File: src/rtl/xbar_arb_pkg.sv
package xbar_arb_pkg;
  typedef enum logic [1:0] {
    ST_STEADY = 2'd0,
    ST_TRANS  = 2'd1,
    ST_THOLD  = 2'd2,
    ST_HOLD   = 2'd3
  } arb_state_e;
endpackage

File: src/rtl/xsa_prio_arb.sv
// Combinational winner selection over the request vector.
module xsa_prio_arb #(
  parameter int N_MST = 4,
  parameter int LVL_W = 3,
  localparam int IDW   = (N_MST > 1) ? $clog2(N_MST) : 1,
  localparam int KEY_W = LVL_W + 1
) (
  input  logic [N_MST-1:0]       req,
  input  logic [N_MST-1:0]       hi_pri,
  input  logic [N_MST-1:0]       hi_pri_en,
  input  logic [N_MST*LVL_W-1:0] pri_lvl,
  input  logic                   rr_mode,
  input  logic [IDW-1:0]         last_own,
  output logic                   any_req,
  output logic [IDW-1:0]         win
);
  logic [KEY_W-1:0] eff [N_MST];
  logic [N_MST-1:0] hp_act;

  for (genvar g = 0; g < N_MST; g++) begin : g_eff
    assign eff[g]    = {hi_pri[g] & hi_pri_en[g], pri_lvl[g*LVL_W +: LVL_W]};
    assign hp_act[g] = hi_pri[g] & hi_pri_en[g] & req[g];
  end

  assign any_req = |req;

  always_comb begin
    logic             use_pri;
    logic             found;
    logic [KEY_W-1:0] best;
    logic [KEY_W-1:0] key;
    logic [IDW-1:0]   idx;
    use_pri = !rr_mode || (|hp_act);
    found   = 1'b0;
    best    = '0;
    win     = last_own;
    for (int k = 0; k < N_MST; k++) begin
      if (rr_mode) idx = IDW'((int'(last_own) + 1 + k) % N_MST);
      else         idx = IDW'(k);
      key = use_pri ? eff[idx] : '0;
      if (req[idx] && (!found || key > best)) begin
        found = 1'b1;
        best  = key;
        win   = idx;
      end
    end
  end
endmodule

File: src/rtl/xsa_ctrl_fsm.sv
// Four-state ownership controller.
module xsa_ctrl_fsm #(
  parameter int N_MST = 4,
  localparam int IDW = (N_MST > 1) ? $clog2(N_MST) : 1
) (
  input  logic                 clk,
  input  logic                 rst_n,
  input  logic [N_MST-1:0]     req,
  input  logic                 any_req,
  input  logic [IDW-1:0]       win,
  input  logic                 slv_hready,
  input  logic                 own_lock,
  input  logic                 own_burst,
  output logic [IDW-1:0]       owner,
  output xbar_arb_pkg::arb_state_e state,
  output logic                 force_idle,
  output logic                 force_nseq
);
  import xbar_arb_pkg::*;

  arb_state_e     st_q, st_d;
  logic [IDW-1:0] own_q, own_d, tgt_q, tgt_d;
  logic           change, blocked;

  assign change  = any_req && (win != own_q);
  assign blocked = own_lock || own_burst;

  always_comb begin
    st_d  = st_q;
    own_d = own_q;
    tgt_d = tgt_q;
    if (st_q == ST_THOLD) begin
      if (slv_hready) begin
        st_d  = ST_TRANS;
        own_d = tgt_q;
      end
    end else if (!change) begin
      st_d = ST_STEADY;
    end else if (blocked) begin
      st_d = ST_HOLD;
    end else if (!slv_hready) begin
      st_d  = ST_THOLD;
      tgt_d = win;
    end else begin
      st_d  = ST_TRANS;
      own_d = win;
    end
  end

  always_ff @(posedge clk or negedge rst_n) begin
    if (!rst_n) begin
      st_q  <= ST_STEADY;
      own_q <= '0;
      tgt_q <= '0;
    end else begin
      st_q  <= st_d;
      own_q <= own_d;
      tgt_q <= tgt_d;
    end
  end

  assign owner      = own_q;
  assign state      = st_q;
  assign force_idle = (st_q == ST_THOLD) || !req[own_q];
  assign force_nseq = (st_q == ST_TRANS) && !force_idle;
endmodule

File: src/rtl/xbar_slave_arb.sv
module xbar_slave_arb #(
  parameter int N_MST = 4,
  parameter int LVL_W = 3,
  localparam int IDW = (N_MST > 1) ? $clog2(N_MST) : 1
) (
  input  logic                   clk,
  input  logic                   rst_n,
  input  logic [N_MST-1:0]       req,
  input  logic [N_MST-1:0]       hi_pri,
  input  logic [N_MST-1:0]       hi_pri_en,
  input  logic [N_MST*LVL_W-1:0] pri_lvl,
  input  logic                   rr_mode,
  input  logic                   slv_hready,
  input  logic                   own_lock,
  input  logic                   own_burst,
  output logic [IDW-1:0]         owner,
  output logic [1:0]             arb_state,
  output logic                   force_idle,
  output logic                   force_nseq
);
  import xbar_arb_pkg::*;

  logic           any_req;
  logic [IDW-1:0] win;
  arb_state_e     st;

  xsa_prio_arb #(.N_MST(N_MST), .LVL_W(LVL_W)) u_arb (
    .req(req), .hi_pri(hi_pri), .hi_pri_en(hi_pri_en), .pri_lvl(pri_lvl),
    .rr_mode(rr_mode), .last_own(owner), .any_req(any_req), .win(win)
  );

  xsa_ctrl_fsm #(.N_MST(N_MST)) u_fsm (
    .clk(clk), .rst_n(rst_n), .req(req), .any_req(any_req), .win(win),
    .slv_hready(slv_hready), .own_lock(own_lock), .own_burst(own_burst),
    .owner(owner), .state(st), .force_idle(force_idle), .force_nseq(force_nseq)
  );

  assign arb_state = st;
endmodule

File: config.mk
export PLATFORM = sky130hd
export DESIGN_NAME = xbar_slave_arb
export DESIGN_NICKNAME = d
export VERILOG_FILES = /design/src/rtl/xbar_arb_pkg.sv /design/src/rtl/xsa_prio_arb.sv /design/src/rtl/xsa_ctrl_fsm.sv /design/src/rtl/xbar_slave_arb.sv
export SDC_FILE = /design/constraint.sdc
export NUM_CORES = 1
export LEC_CHECK = 0
export BUFFER_PORTS_ARGS = -buffer_cell sky130_fd_sc_hd__buf_4
export CAP_MARGIN = 10
export CORE_UTILIZATION = 55
export DETAILED_ROUTE_END_ITERATION = 12
export GPL_TIMING_DRIVEN = 0
export PLACE_DENSITY = 0.9
export SETUP_SLACK_MARGIN = 0.02
export SYNTH_ARGS = -nofsm -noshare
export SYNTH_HDL_FRONTEND = slang
export SYNTH_SLANG_ARGS = --single-unit
File: constraint.sdc
create_clock -name clk -period 7.64 [get_ports clk]
set_clock_uncertainty 0.15 [all_clocks]
set_input_delay 1.528 -clock clk [delete_from_list [all_inputs] [get_ports clk]]
set_output_delay 1.528 -clock clk [all_outputs]
set_load 0.03 [all_outputs]
# Word-level counts from Yosys, hierarchy flattened
# Index checks and enable logic that the tools add are counted.
dict set report word_totals {
  ff_bits 6
  latchBits 0
  mem_bits_rw 0
  rom_bits 0
  inputBits 30
  out_inout_bits 6
  word_cells 112
  mem_count 0
}
dict set report op_classes {
  n_addsub 4
  n_mul 0
  div_mod_pow 0
  n_lt_le_gt_ge 12
  eq_ne 6
  shifts 0
  n_mux 50
  n_bitwise 15
  reduce_logical 22
}
# op count
set op_table {}
lappend op_table {{two-way mux 4 bit} 15}
lappend op_table {{two-way mux 2 bit} 18}
lappend op_table {{binary-select mux 4 bit (select 2 bit)} 4}
lappend op_table {{less-than comparator 2 x 3 -> 1 bit, second input constant} 5}
lappend op_table {{>= comparator 3 bit, second input constant} 4}
lappend op_table {{> comparator 4 bit} 3}
lappend op_table {{NOT 2 -> 3 bit} 4}
lappend op_table {{binary-select mux 1 bit (select 2 bit)} 5}
lappend op_table {{AND 1 bit} 8}
lappend op_table {{two-way mux 1 bit} 8}
lappend op_table {{AND reduction 4 bit} 2}
lappend op_table {{OR reduction 4 bit} 2}
lappend op_table {{logical NOT 1 bit} 6}
lappend op_table {{logical OR 1 bit} 6}
lappend op_table {{logical AND 1 bit} 5}
lappend op_table {{adder 2 x 1 -> 2 bit, second input constant} 2}
lappend op_table {{adder 2 bit, second input constant} 2}
lappend op_table {{!= test 2 bit, second input constant} 2}
lappend op_table {{!= test 3 bit, second input constant} 1}
lappend op_table {{NOT 1 bit} 3}
lappend op_table {{== test 2 x 1 -> 1 bit, second input constant} 1}
lappend op_table {{== test 2 bit, second input constant} 1}
lappend op_table {{!= test 2 bit} 1}
lappend op_table {{nonzero test 2 bit} 1}

# Logic depth before layout (Yosys ltp)
# Gate-level depths: netlist (run 1).
dict set report depth {
  depth_word 24
  mapped_depth 33
}

# Modules after synthesis
# A second synthesis (run 1) with hierarchy kept.
dict set report hier_totals {
  hier_cells 179
  area_unflattened_um2 1604.0
}
# mod n_inst cells_per_inst area_each_um2 seq_area_each_um2
set by_module_without_submodules {}
lappend by_module_without_submodules {xsa_prio_arb 1 145 1209.9 0.0}
lappend by_module_without_submodules {xsa_ctrl_fsm 1 34 394.1 150.1}

# Least setup slack after synthesis (run 1)
# Ideal clock, no wire load.
dict set report synth_timing {
  path_kind {input to register}
  from {input rr_mode}
  to {register u_fsm.tgt_q[1]}
  t_arrival_ns 7.519
  t_required_ns 7.365
  slack_ns -0.154
  cell_stages 29
  n_path_buf 2
  cell_sequence {clkbuf_1 > nor2b_1 > buf_1 > mux2i_1 > nor2b_1 > a2111oi_0 > ha_1 > and3b_1 > a2111oi_0 > o22ai_1 > nand2_1 > nor2_1 > a31oi_1 > ha_1 > nor2b_1 > o21ai_0 > a21oi_1 > o21ai_1 > o21ai_0 > ha_1 > nor2b_1 > o211ai_1 > o2bb2ai_1 > o41a_1 > or3_1 > and3_1 > a211o_1 > nand3b_1 > mux2_2}
}
dict set report synth_via {
  elab_chain_cells 22
}
# element line_no
set synth_rtl {}
lappend synth_rtl {{start, declared} xbar_slave_arb.sv:12} ;# input logic rr_mode,
lappend synth_rtl {{two-way mux 2 bit} xsa_prio_arb.sv:38} ;# if (rr_mode) idx = IDW'((int'(last_own) + 1 + k) % N_MST);
lappend synth_rtl {{NOT 2 -> 3 bit (not written as such)} xsa_prio_arb.sv:40} ;# key = use_pri ? eff[idx] : '0;
lappend synth_rtl {{binary-select mux 4 bit (select 2 bit)} xsa_prio_arb.sv:40}
lappend synth_rtl {{two-way mux 4 bit (not written as such) (2 in series)} xsa_prio_arb.sv:40}
lappend synth_rtl {{two-way mux 4 bit} xsa_prio_arb.sv:40}
lappend synth_rtl {{two-way mux 4 bit} xsa_prio_arb.sv:41} ;# if (req[idx] && (!found || key > best)) begin
lappend synth_rtl {{> comparator 4 bit} xsa_prio_arb.sv:41}
lappend synth_rtl {{logical OR 1 bit} xsa_prio_arb.sv:41}
lappend synth_rtl {{(+5 left out)} --}
lappend synth_rtl {{two-way mux 4 bit or two-way mux 1 bit (tied branches)} xsa_prio_arb.sv:41}
lappend synth_rtl {{> comparator 4 bit or logical NOT 1 bit (tied branches)} xsa_prio_arb.sv:41}
lappend synth_rtl {{logical OR 1 bit} xsa_prio_arb.sv:41}
lappend synth_rtl {{logical AND 1 bit} xsa_prio_arb.sv:41}
lappend synth_rtl {{two-way mux 2 bit *} xsa_prio_arb.sv:41}
lappend synth_rtl {{!= test 2 bit} xsa_ctrl_fsm.sv:25} ;# assign change = any_req && (win != own_q);
lappend synth_rtl {{logical AND 1 bit} xsa_ctrl_fsm.sv:25}
lappend synth_rtl {{AND reduction 4 bit (no source line)} --}
lappend synth_rtl {{end signal, assigned} xsa_ctrl_fsm.sv:58} ;# tgt_q <= tgt_d;
lappend synth_rtl {{end, declared} xsa_ctrl_fsm.sv:22} ;# logic [IDW-1:0] own_q, own_d, tgt_q, tgt_d;
# Mark *: on every way between the ends. The rest lies on a longest branch, timed or not. The select of a mux whose other input is x is not followed.
# A chain may end at the register's enable or synchronous reset.

# Worst setup path in the final report (run 1)
# Ends and elaborated chain as after synthesis.

==> reports/results.txt, run 1 <==
Worst Path Arrival -> 7420 ps
Crit path max-delay family -> compound AO/OA/AOI/OAI gates
Gate power share -> 88.5%
Syn. warnings -> 0
WHS Endpoint -> u_fsm.tgt_q[1]
Syn Nets -> 238
Worst Max-Slew Pin Slew -> 538 ps
synthesized flop and latch total -> 6
count leader, synth -> nand2_1
simple-gate share of the synthesized area -> 27.0%
ys flop type -> dfrtp_1
crit path time final -> 7430 ps
Post-DP Area -> 1850 µm²
CP Max Fanout -> 10
Worst EP required -> 7630 ps
Post-Synth XOR/XNOR Area -> 0.567%
cts hold-fix bufs -> 0
fin crit share -> 97.2%
fraction of layout cells with a size suffix above 1 -> 32.6%
Post-synth top cells -> nand2_1, nor2_1, mux4_2, o21ai_0, ha_1
TritonCTS Sinks -> 6
Post-synth EDFFs -> 0
Area contributors post-synth -> mux4_2, dfrtp_1, ha_1
hold depth -> 1
Critical Path Most Common Cell -> ha_1
post-synthesis cell type count -> 43
first-pass GRT wire length -> 6.65 mm
Lkg Pwr -> 0.000885 µW
worst-skew pair later-pin latency -> 260 ps
PnR worst setup slack -> 210 ps
Hold Fails Final Rpt -> 0
r2r setup slk -> 930 ps
sw power -> 418 µW
mean area per synthesized cell -> 7.88 µm²
largest family of logic cells by synthesized area -> simple AND/OR/NAND/NOR gates
IO Port Bufs -> 35
Largest stage delay, worst path -> 400 ps
min-delay src -> u_fsm.tgt_q[1]
FF-to-FF End -> u_fsm.tgt_q[1]
worst slack, placed -> -1010 ps
via/cell ratio -> 6.70
Root Driver -> clkbuf_4
final setup fails -> 0
Slew Viols, Final -> 0
CP max-delay cell -> or3_1
htree depth -> 1
CTS Buffer Depth -> 2
area share of the largest cell type after synthesis -> 20.4%
max-cap violations -> 0
Post-DP HPWL -> 3.39 mm
CP Launch Type -> primary input
r2r worst-path depth -> 31
WP buf/inv -> 4
reg-to-reg startpoint -> u_fsm.owner[0]
Residual DRC -> 0
outcome -> finished, final reports clean
area of all placed cells without fillers -> 1990 µm²
Initial Utilization -> 60.2%
Mapped Area -> 1550 µm²
Placeable Area -> 2570 µm²
clock-pin slew of the registers on the worst-case setup and hold paths -> 50 ps
Slew headroom -> 64.1%
Syn Inst Count -> 196
filler cell count -> 178
Reg power frac -> 7.7%
Peak Freq -> 135 MHz
VDD IR-drop max -> 359 µV
post-synthesis mux area share -> 26.3%
First DRT Iteration DRCs -> 83
WL/cell -> 17.4 µm
hold crit path type -> reg -> reg
post-synthesis compound-gate area fraction -> 21.2%
sequential share of the synthesized area -> 9.72%
vias -> 1802
power density cells -> 401 nW/µm²
Worst setup EP type -> flop
clock network power share -> 3.8%
Chip Width -> 55.0 µm
area leader, netlist -> mux4_2
largest net degree at the start of global routing -> 11
Critical path origin -> rr_mode
final wirelength -> 4.68 mm
Post-synth ARST share -> 100%
TritonCTS buffer count -> 3
P&R area growth vs syn -> 28.9%
Remaining Overflow, GRT -> 0
Setup CP Type -> in -> reg
post-route ant nets -> 0
GP Congestion -> 0.918
Ports -> 36
vias in the first global route -> 1439
Detailed Routing Iterations Pass 1 -> 4
Int Power -> 381 µW
sw frac -> 52.4%
n_diodes -> 0
CTS tree -> built
row cnt -> 18
die area -> 3030 µm²
fin nets -> 283
GRT Resource Usage Total -> 31.6%
initial antenna violation count -> 0
Die Y -> 55.0 µm
adder-cell share of the synthesized area -> 9.72%
state kept, by name (all words and copies together), names as in the netlist:
signal,cells
u_fsm.state,2
u_fsm.tgt_q,2
u_fsm.owner,2
worst max path at each step:
| stage | endpoint | slack, ps | cells after the start |
|---|---|---|---|
| final | u_fsm.tgt_q[1] | 210 | 32 |
| after CTS | u_fsm.tgt_q[1] | 70 | 30 |
| after global routing | u_fsm.tgt_q[1] | -150 | 32 |
| after detailed placement | u_fsm.tgt_q[1] | -1010 | 30 |
| after global placement | u_fsm.tgt_q[1] | -1080 | 30 |
| after floorplan | u_fsm.tgt_q[1] | 40 | 29 |
cells by family after synthesis:
kind of cell,Yosys count
flip-flops,6
AND/OR/NAND/NOR,84
XOR/XNOR,1
AO/OA/AOI/OAI,50
adder cells (fa/ha/maj),12
buffers and inverters,20
multiplexers,23
final cells by class:
cell class / count / area (µm²) / area share (%)
Clock buffer: 3 / 22.5 / 1.13
Buffer: 9 / 63.8 / 3.20
Sequential cell: 6 / 150 / 7.54
Timing Repair Buffer: 41 / 308 / 15.5
Tap cell: 30 / 37.5 / 1.88
Inverter: 10 / 37.5 / 1.88
Multi-Input combinational cell: 170 / 1370 / 68.9
per-layer routing:
metal  routed length (µm)  track usage [%]  vias to the layer above
li1                     -                -                      842
met3                  483             4.10                       12
met2                 2190             48.0                      111
met5                    0                0                        -
met1                 1940             46.9                      837
met4                   73             7.92                        0
placed cells by master, fill, tap and decap left out, types with 3 or more instances in the layout:
master    instances
mux4_2           14
ha_1             12
nand4_1           3
nand2b_1          4
nor3_1            6
and3_1            3
nand2_1          23
inv_1            10
clkbuf_4          4
o21ai_0          12
nor2_1           17
dfrtp_1           6
buf_4            42
and2_1            5
a211oi_1          3
a31oi_1           6
mux2i_1           7
nor2b_1           6
a21oi_1           6
nand3_1           5
nand3b_1          3
repair_timing:
| action | 4_1_cts | 5_1_grt |
|---|---|---|
| pin swaps | 2 | 4 |
| gates cloned | 0 | 0 |
| gates resized for setup | 8 | 22 |
| endpoints found under the hold margin | 0 | 0 |
| endpoints found under the setup margin | 6 | 6 |
| buffers inserted | 2 | 4 |
stage by stage:
step	TNS (ps)	util, %	total power (µW)	hold WS (ps)	cells
global placement	-5470	71.9	661	364	261
detailed placement	-5040	71.9	675	357	261
floorplan	0	-	532	330	196
CTS	0	74.0	730	368	265
finish	0	77.6	799	374	269
global route	-485	77.6	877	383	269
power groups by stage:
stage / Sequential [µW] / Clock [µW] / Combinational [µW]
2_1_floorplan: 79.3 / 0 / 453
3_3_place_gp: 60.9 / 0 / 600
3_5_place_dp: 61.4 / 0 / 613
4_1_cts: 60.8 / 30.9 / 638
5_1_grt: 63.6 / 32.2 / 781
6_report: 61.1 / 30.7 / 707
No activity file was read; power rests on OpenSTA's default activity.
==> inputs of run 2 (changes only) <==
--- a/config.mk
+++ b/config.mk
@@ -7,10 +7,11 @@
 export LEC_CHECK = 0
 export BUFFER_PORTS_ARGS = -buffer_cell sky130_fd_sc_hd__buf_4
 export CAP_MARGIN = 10
-export CORE_UTILIZATION = 55
+export CORE_UTILIZATION = 56
+export CTS_BUF_LIST = sky130_fd_sc_hd__clkbuf_2
 export DETAILED_ROUTE_END_ITERATION = 12
 export GPL_TIMING_DRIVEN = 0
-export PLACE_DENSITY = 0.9
+export PLACE_DENSITY = 0.92
 export SETUP_SLACK_MARGIN = 0.02
 export SYNTH_ARGS = -nofsm -noshare
 export SYNTH_HDL_FRONTEND = slang
==> run 2 against run 1 <==
Compared with the run above: the run now ends with setup timing left; clock-buffer cell count unchanged; maximum frequency fell by 3.0%; combinational power is 7.5% higher; hold slack improved by 27 ps; clock power down 30%; largest cell class unchanged; largest power group unchanged.
==> reports/results.txt, run 2 (synthesis results as in run 1) <==
outcome -> complete, but fails checks (was finished, final reports clean)
failing checks -> setup timing
filler cell count -> 141 (was 178)
row cnt -> 18 (unchanged)
WP depth -> 32 (unchanged)
Worst EP required -> 7590 ps (was 7630 ps)
Remaining Overflow, GRT -> 0 (unchanged)
Ports -> 36 (unchanged)
P&R area growth vs syn -> 33.2% (was 28.9%)
setup TNS -> -15.9 ps (was 0 ps)
fin nets -> 287 (was 283)
via/cell ratio -> 7.00 (was 6.70)
Slew headroom -> 61.1% (was 64.1%)
Detailed Routing Iterations Pass 1 -> 5 (was 4)
IO Port Bufs -> 35 (unchanged)
Fin Hold WS -> 401 ps (was 374 ps)
Crit path max-delay family -> compound AO/OA/AOI/OAI gates (unchanged)
fraction of layout cells with a size suffix above 1 -> 35.8% (was 32.6%)
Die Y -> 54.5 µm (was 55.0 µm)
Slew Viols, Final -> 0 (unchanged)
Worst Path Arrival -> 7600 ps (was 7420 ps)
power density cells -> 411 nW/µm² (was 401 nW/µm²)
worst-skew pair later-pin latency -> 210 ps (was 260 ps)
Root Driver -> clkbuf_2 (was clkbuf_4)
Setup CP Type -> in -> reg (unchanged)
hold depth -> 1 (unchanged)
largest net degree at the start of global routing -> 11 (unchanged)
Residual DRC -> 0 (unchanged)
worst slack, placed -> -931 ps (was -1010 ps)
GRT Resource Usage Total -> 31.3% (was 31.6%)
fin crit share -> 100% (was 97.2%)
most common cell after layout, fill and taps aside -> buf_4 (unchanged)
post-route ant nets -> 0 (unchanged)
vias in the first global route -> 1492 (was 1439)
Largest stage delay, worst path -> 420 ps (was 400 ps)
Critical Path Most Common Cell -> ha_1 (unchanged)
First DRT Iteration DRCs -> 134 (was 83)
final setup fails -> 1 (was 0)
die area -> 2970 µm² (was 3030 µm²)
Peak Freq -> 131 MHz (was 135 MHz)
cts hold-fix bufs -> 0 (unchanged)
r2r worst-path depth -> 31 (unchanged)
first-pass GRT wire length -> 6.65 mm (unchanged)
CP Max Fanout -> 10 (unchanged)
VDD IR-drop max -> 393 µV (was 359 µV)
TritonCTS buffer count -> 3 (unchanged)
commonest cells after routing, fill and taps aside -> buf_4, nand2_1, nor2_1, mux4_2, ha_1 (was buf_4, nand2_1, nor2_1, mux4_2)
clock-pin slew of the registers on the worst-case setup and hold paths -> 60 ps (was 50 ps)
n_diodes -> 0 (unchanged)
Hold Fails Final Rpt -> 0 (unchanged)
max-cap violations -> 0 (unchanged)
initial antenna violation count -> 0 (unchanged)
WL/cell -> 19.1 µm (was 17.4 µm)
Lkg Pwr -> 0.000914 µW (was 0.000885 µW)
vias -> 1912 (was 1802)
TritonCTS Sinks -> 6 (unchanged)
CP max-delay cell -> or3_1 (unchanged)
PnR worst setup slack -> -15.9 ps (was 210 ps)
Placeable Area -> 2540 µm² (was 2570 µm²)
CP Launch Type -> primary input (unchanged)
crit path time final -> 7660 ps (was 7430 ps)
final wirelength -> 5.22 mm (was 4.68 mm)
GP Congestion -> 0.911 (was 0.918)
htree depth -> 1 (unchanged)
Chip Width -> 54.5 µm (was 55.0 µm)
Initial Utilization -> 60.7% (was 60.2%)
Worst Max-Slew Pin Slew -> 584 ps (was 538 ps)
CTS Buffer Depth -> 2 (unchanged)
Worst setup EP type -> flop (unchanged)
WP buf/inv -> 3 (was 4)
Post-DP HPWL -> 3.28 mm (was 3.39 mm)
hold crit path type -> reg -> reg (unchanged)
CTS tree -> built (unchanged)
run 2: cell types whose count changed in the layout (fill, tap and decap cells not counted), sizes merged:
cell,previous run,this run
buf,46,50
run 2: final timing paths:
check                               start             end  slack [ps]
setup reg to reg           u_fsm.owner[0]  u_fsm.tgt_q[1]         580
hold / removal             u_fsm.tgt_q[1]  u_fsm.tgt_q[1]         400
hold reg to reg            u_fsm.tgt_q[1]  u_fsm.tgt_q[1]         400
setup / recovery                  rr_mode  u_fsm.tgt_q[1]         -20
max in group asynchronous           rst_n  u_fsm.state[1]        6270
min in group asynchronous           rst_n  u_fsm.tgt_q[1]         960
run 2: power breakdown:
part | switching, µW | internal [µW] | leakage, µW
sequential | 15.0 | 48.5 | 0.0000693
clock | 10.8 | 10.7 | 0.0000125
combinational | 417 | 343 | 0.000832
run 2: timing repair:
action                     in CTS  in global routing
setup buffers                   3                  8
resized for setup              12                 30
setup endpoints to repair       6                  6
cloned                          0                  0
pin swaps                       2                  6
run 2: layout make-up:
type	count	area, µm²	area share [%]
clock buffer	3	15.0	0.729
tap	30	37.5	1.82
buffer	8	68.8	3.34
inverter	10	37.5	1.82
timing repair buffer	46	343	16.7
multi-input combinational	170	1410	68.3
sequential	6	150	7.29
run 2: routing by layer:
| metal | up-vias | global-route usage (%) | wire, µm |
|---|---|---|---|
| met3 | 38 | 5.56 | 538 |
| met2 | 159 | 48.2 | 2370 |
| met5 | - | 0 | 0 |
| li1 | 841 | - | - |
| met1 | 874 | 44.8 | 2020 |
| met4 | 0 | 8.12 | 285 |
run 2: stage by stage:
step / total power, µW / cell area (µm²) / util, % / std cells
after floorplan: 532 / 1550 / - / 196
after global placement: 658 / 1850 / 72.6 / 261
after detailed placement: 675 / 1850 / 72.6 / 261
after CTS: 732 / 1910 / 75.1 / 267
after global routing: 913 / 2060 / 80.9 / 273
final: 845 / 2060 / 80.9 / 273
==> inputs of run 3 (changes only) <==
--- a/config.mk
+++ b/config.mk
@@ -7,7 +7,9 @@
 export LEC_CHECK = 0
 export BUFFER_PORTS_ARGS = -buffer_cell sky130_fd_sc_hd__buf_4
 export CAP_MARGIN = 10
-export CORE_UTILIZATION = 56
+export CELL_PAD_IN_SITES_DETAIL_PLACEMENT = 0
+export CELL_PAD_IN_SITES_GLOBAL_PLACEMENT = 1
+export CORE_UTILIZATION = 41
 export CTS_BUF_LIST = sky130_fd_sc_hd__clkbuf_2
 export DETAILED_ROUTE_END_ITERATION = 12
 export GPL_TIMING_DRIVEN = 0
==> run 3 against run 2 <==
Compared with the run above: the flow now finishes without violations; worst setup slack gained 350 ps; critical path depth down 2; clock power is 3% higher; clock-buffer cell count unchanged; register-to-register slack improved by 400 ps.
==> reports/results.txt, run 3 (synthesis results as in run 1) <==
RSZ-0062 raised after global routing -> false
vias in the first global route -> 1562 (was 1492)
fin crit share -> 95.6% (was 100%)
Slew headroom -> 64.9% (was 61.1%)
Placeable Area -> 3470 µm² (was 2540 µm²)
initial antenna violation count -> 0 (unchanged)
outcome -> finished, final reports clean (was complete, but fails checks)
Fin Hold WS -> 369 ps (was 401 ps)
CP Max Fanout -> 10 (unchanged)
n_diodes -> 0 (unchanged)
die area -> 4020 µm² (was 2970 µm²)
worst slack, placed -> -1080 ps (was -931 ps)
Ports -> 36 (unchanged)
fraction of layout cells with a size suffix above 1 -> 35.5% (was 35.8%)
via/cell ratio -> 5.85 (was 7.00)
vias -> 1685 (was 1912)
register area -> 150 µm² (unchanged)
PnR worst setup slack -> 335 ps (was -15.9 ps)
post-route ant nets -> 0 (unchanged)
hold crit path type -> reg -> reg (unchanged)
most common cell after layout, fill and taps aside -> buf_4 (unchanged)
largest net degree at the start of global routing -> 11 (unchanged)
Chip Width -> 63.4 µm (was 54.5 µm)
Hold Fails Final Rpt -> 0 (unchanged)
row cnt -> 21 (was 18)
Slew Viols, Final -> 0 (unchanged)
CTS tree -> built (unchanged)
max-cap violations -> 0 (unchanged)
WP depth -> 30 (was 32)
Die Y -> 63.4 µm (was 54.5 µm)
Crit path max-delay family -> compound AO/OA/AOI/OAI gates (unchanged)
final wirelength -> 4.24 mm (was 5.22 mm)
Residual DRC -> 0 (unchanged)
area of the multi-input gates -> 1390 µm² (was 1410 µm²)
Setup CP Type -> in -> reg (unchanged)
clock-pin slew of the registers on the worst-case setup and hold paths -> 60 ps (about the same)
CP max-delay cell -> or3_4 (was or3_1)
Post-DP HPWL -> 3.26 mm (was 3.28 mm)
commonest cells after routing, fill and taps aside -> buf_4, nand2_1, nor2_1, mux4_2, o21ai_0 (was buf_4, nand2_1, nor2_1, mux4_2, ha_1)
r2r worst-path depth -> 29 (was 31)
First DRT Iteration DRCs -> 67 (was 134)
Remaining Overflow, GRT -> 0 (unchanged)
worst-skew pair later-pin latency -> 220 ps (was 210 ps)
crit path time final -> 7300 ps (was 7660 ps)
IO Port Bufs -> 35 (unchanged)
Worst EP required -> 7590 ps (about the same)
P&R area growth vs syn -> 32.4% (was 33.2%)
TritonCTS Sinks -> 6 (unchanged)
WP buf/inv -> 5 (was 3)
power density cells -> 409 nW/µm² (was 411 nW/µm²)
hold depth -> 1 (unchanged)
first-pass GRT wire length -> 7.07 mm (was 6.65 mm)
Detailed Routing Iterations Pass 1 -> 4 (was 5)
WL/cell -> 14.7 µm (was 19.1 µm)
filler cell count -> 339 (was 141)
Root Driver -> clkbuf_2 (unchanged)
GP Congestion -> 0.832 (was 0.911)
Largest stage delay, worst path -> 400 ps (was 420 ps)
final setup fails -> 0 (was 1)
Initial Utilization -> 44.6% (was 60.7%)
Lkg Pwr -> 0.000908 µW (was 0.000914 µW)
GRT Resource Usage Total -> 22.2% (was 31.3%)
TritonCTS buffer count -> 3 (unchanged)
CP Launch Type -> primary input (unchanged)
fin nets -> 286 (was 287)
Worst Max-Slew Pin Slew -> 527 ps (was 584 ps)
htree depth -> 1 (unchanged)
Peak Freq -> 137 MHz (was 131 MHz)
CTS Buffer Depth -> 2 (unchanged)
Worst setup EP type -> flop (unchanged)
Critical Path Most Common Cell -> ha_1 (unchanged)
Worst Path Arrival -> 7260 ps (was 7600 ps)
VDD IR-drop max -> 205 µV (was 393 µV)
==> run 3: power breakdown <==
| part | leakage, µW | internal (µW) | switching (µW) |
|---|---|---|---|
| Sequential | 0.0000693 | 48.5 | 13.5 |
| Combinational | 0.000827 | 361 | 390 |
| Clock | 0.0000125 | 10.6 | 11.6 |
==> run 3: worst paths after layout <==
| kind | startpoint | end | slack (ps) |
|---|---|---|---|
| setup reg to reg | u_fsm.owner[0] | u_fsm.tgt_q[1] | 980 |
| setup / recovery | rr_mode | u_fsm.tgt_q[1] | 340 |
| hold / removal | u_fsm.tgt_q[1] | u_fsm.tgt_q[1] | 370 |
| hold reg to reg | u_fsm.tgt_q[1] | u_fsm.tgt_q[1] | 370 |
| min in group asynchronous | rst_n | u_fsm.state[0] | 950 |
| max in group asynchronous | rst_n | u_fsm.tgt_q[1] | 6280 |
==> run 3: what timing repair did <==
item	in CTS	in global routing
pin swaps	3	6
cloned	0	0
gates resized for setup	13	25
hold buffers	0	0
endpoints found under the hold margin	0	0
setup endpoints to repair	6	6
setup buffers	6	3
==> run 3: per-stage QoR <==
stage                     instance area [µm²]  cells  utilization [%]  total power (µW)  TNS, ps
after CTS                                1950    285             56.3               765        0
after floorplan                          1550    196                -               532        0
after global routing                     2050    288             59.0               917        0
final                                    2050    288             59.0               836        0
after detailed placement                 1870    277             53.8               673    -5470
after global placement                   1870    277             53.8               669    -5430
==> run 3: worst reg2reg max path, delay by kind of cell, from the launching register on <==
family / cells / cell delay (ps)
multiplexers: 1 / 350
buffers and inverters: 2 / 610
flip-flops: 1 / 480
AND/OR/NAND/NOR: 11 / 1830
AO/OA/AOI/OAI: 12 / 2180
adder cells (fa/ha/maj): 3 / 940
==> run 3: area by class of cell <==
cell class / instances / share of cell area, %
Multi-Input combinational cell: 170 / 67.8
Buffer: 9 / 3.30
Tap cell: 46 / 2.81
Sequential cell: 6 / 7.34
Timing Repair Buffer: 44 / 16.1
Clock buffer: 3 / 0.734
Inverter: 10 / 1.83
==> run 3: routing by layer <==
layer	routed length [µm]	vias to the layer above	track usage (%)
li1	-	842	-
met1	2060	791	31.8
met2	1990	48	34.8
met3	170	4	1.27
met4	17	0	8.52
met5	0	-	0
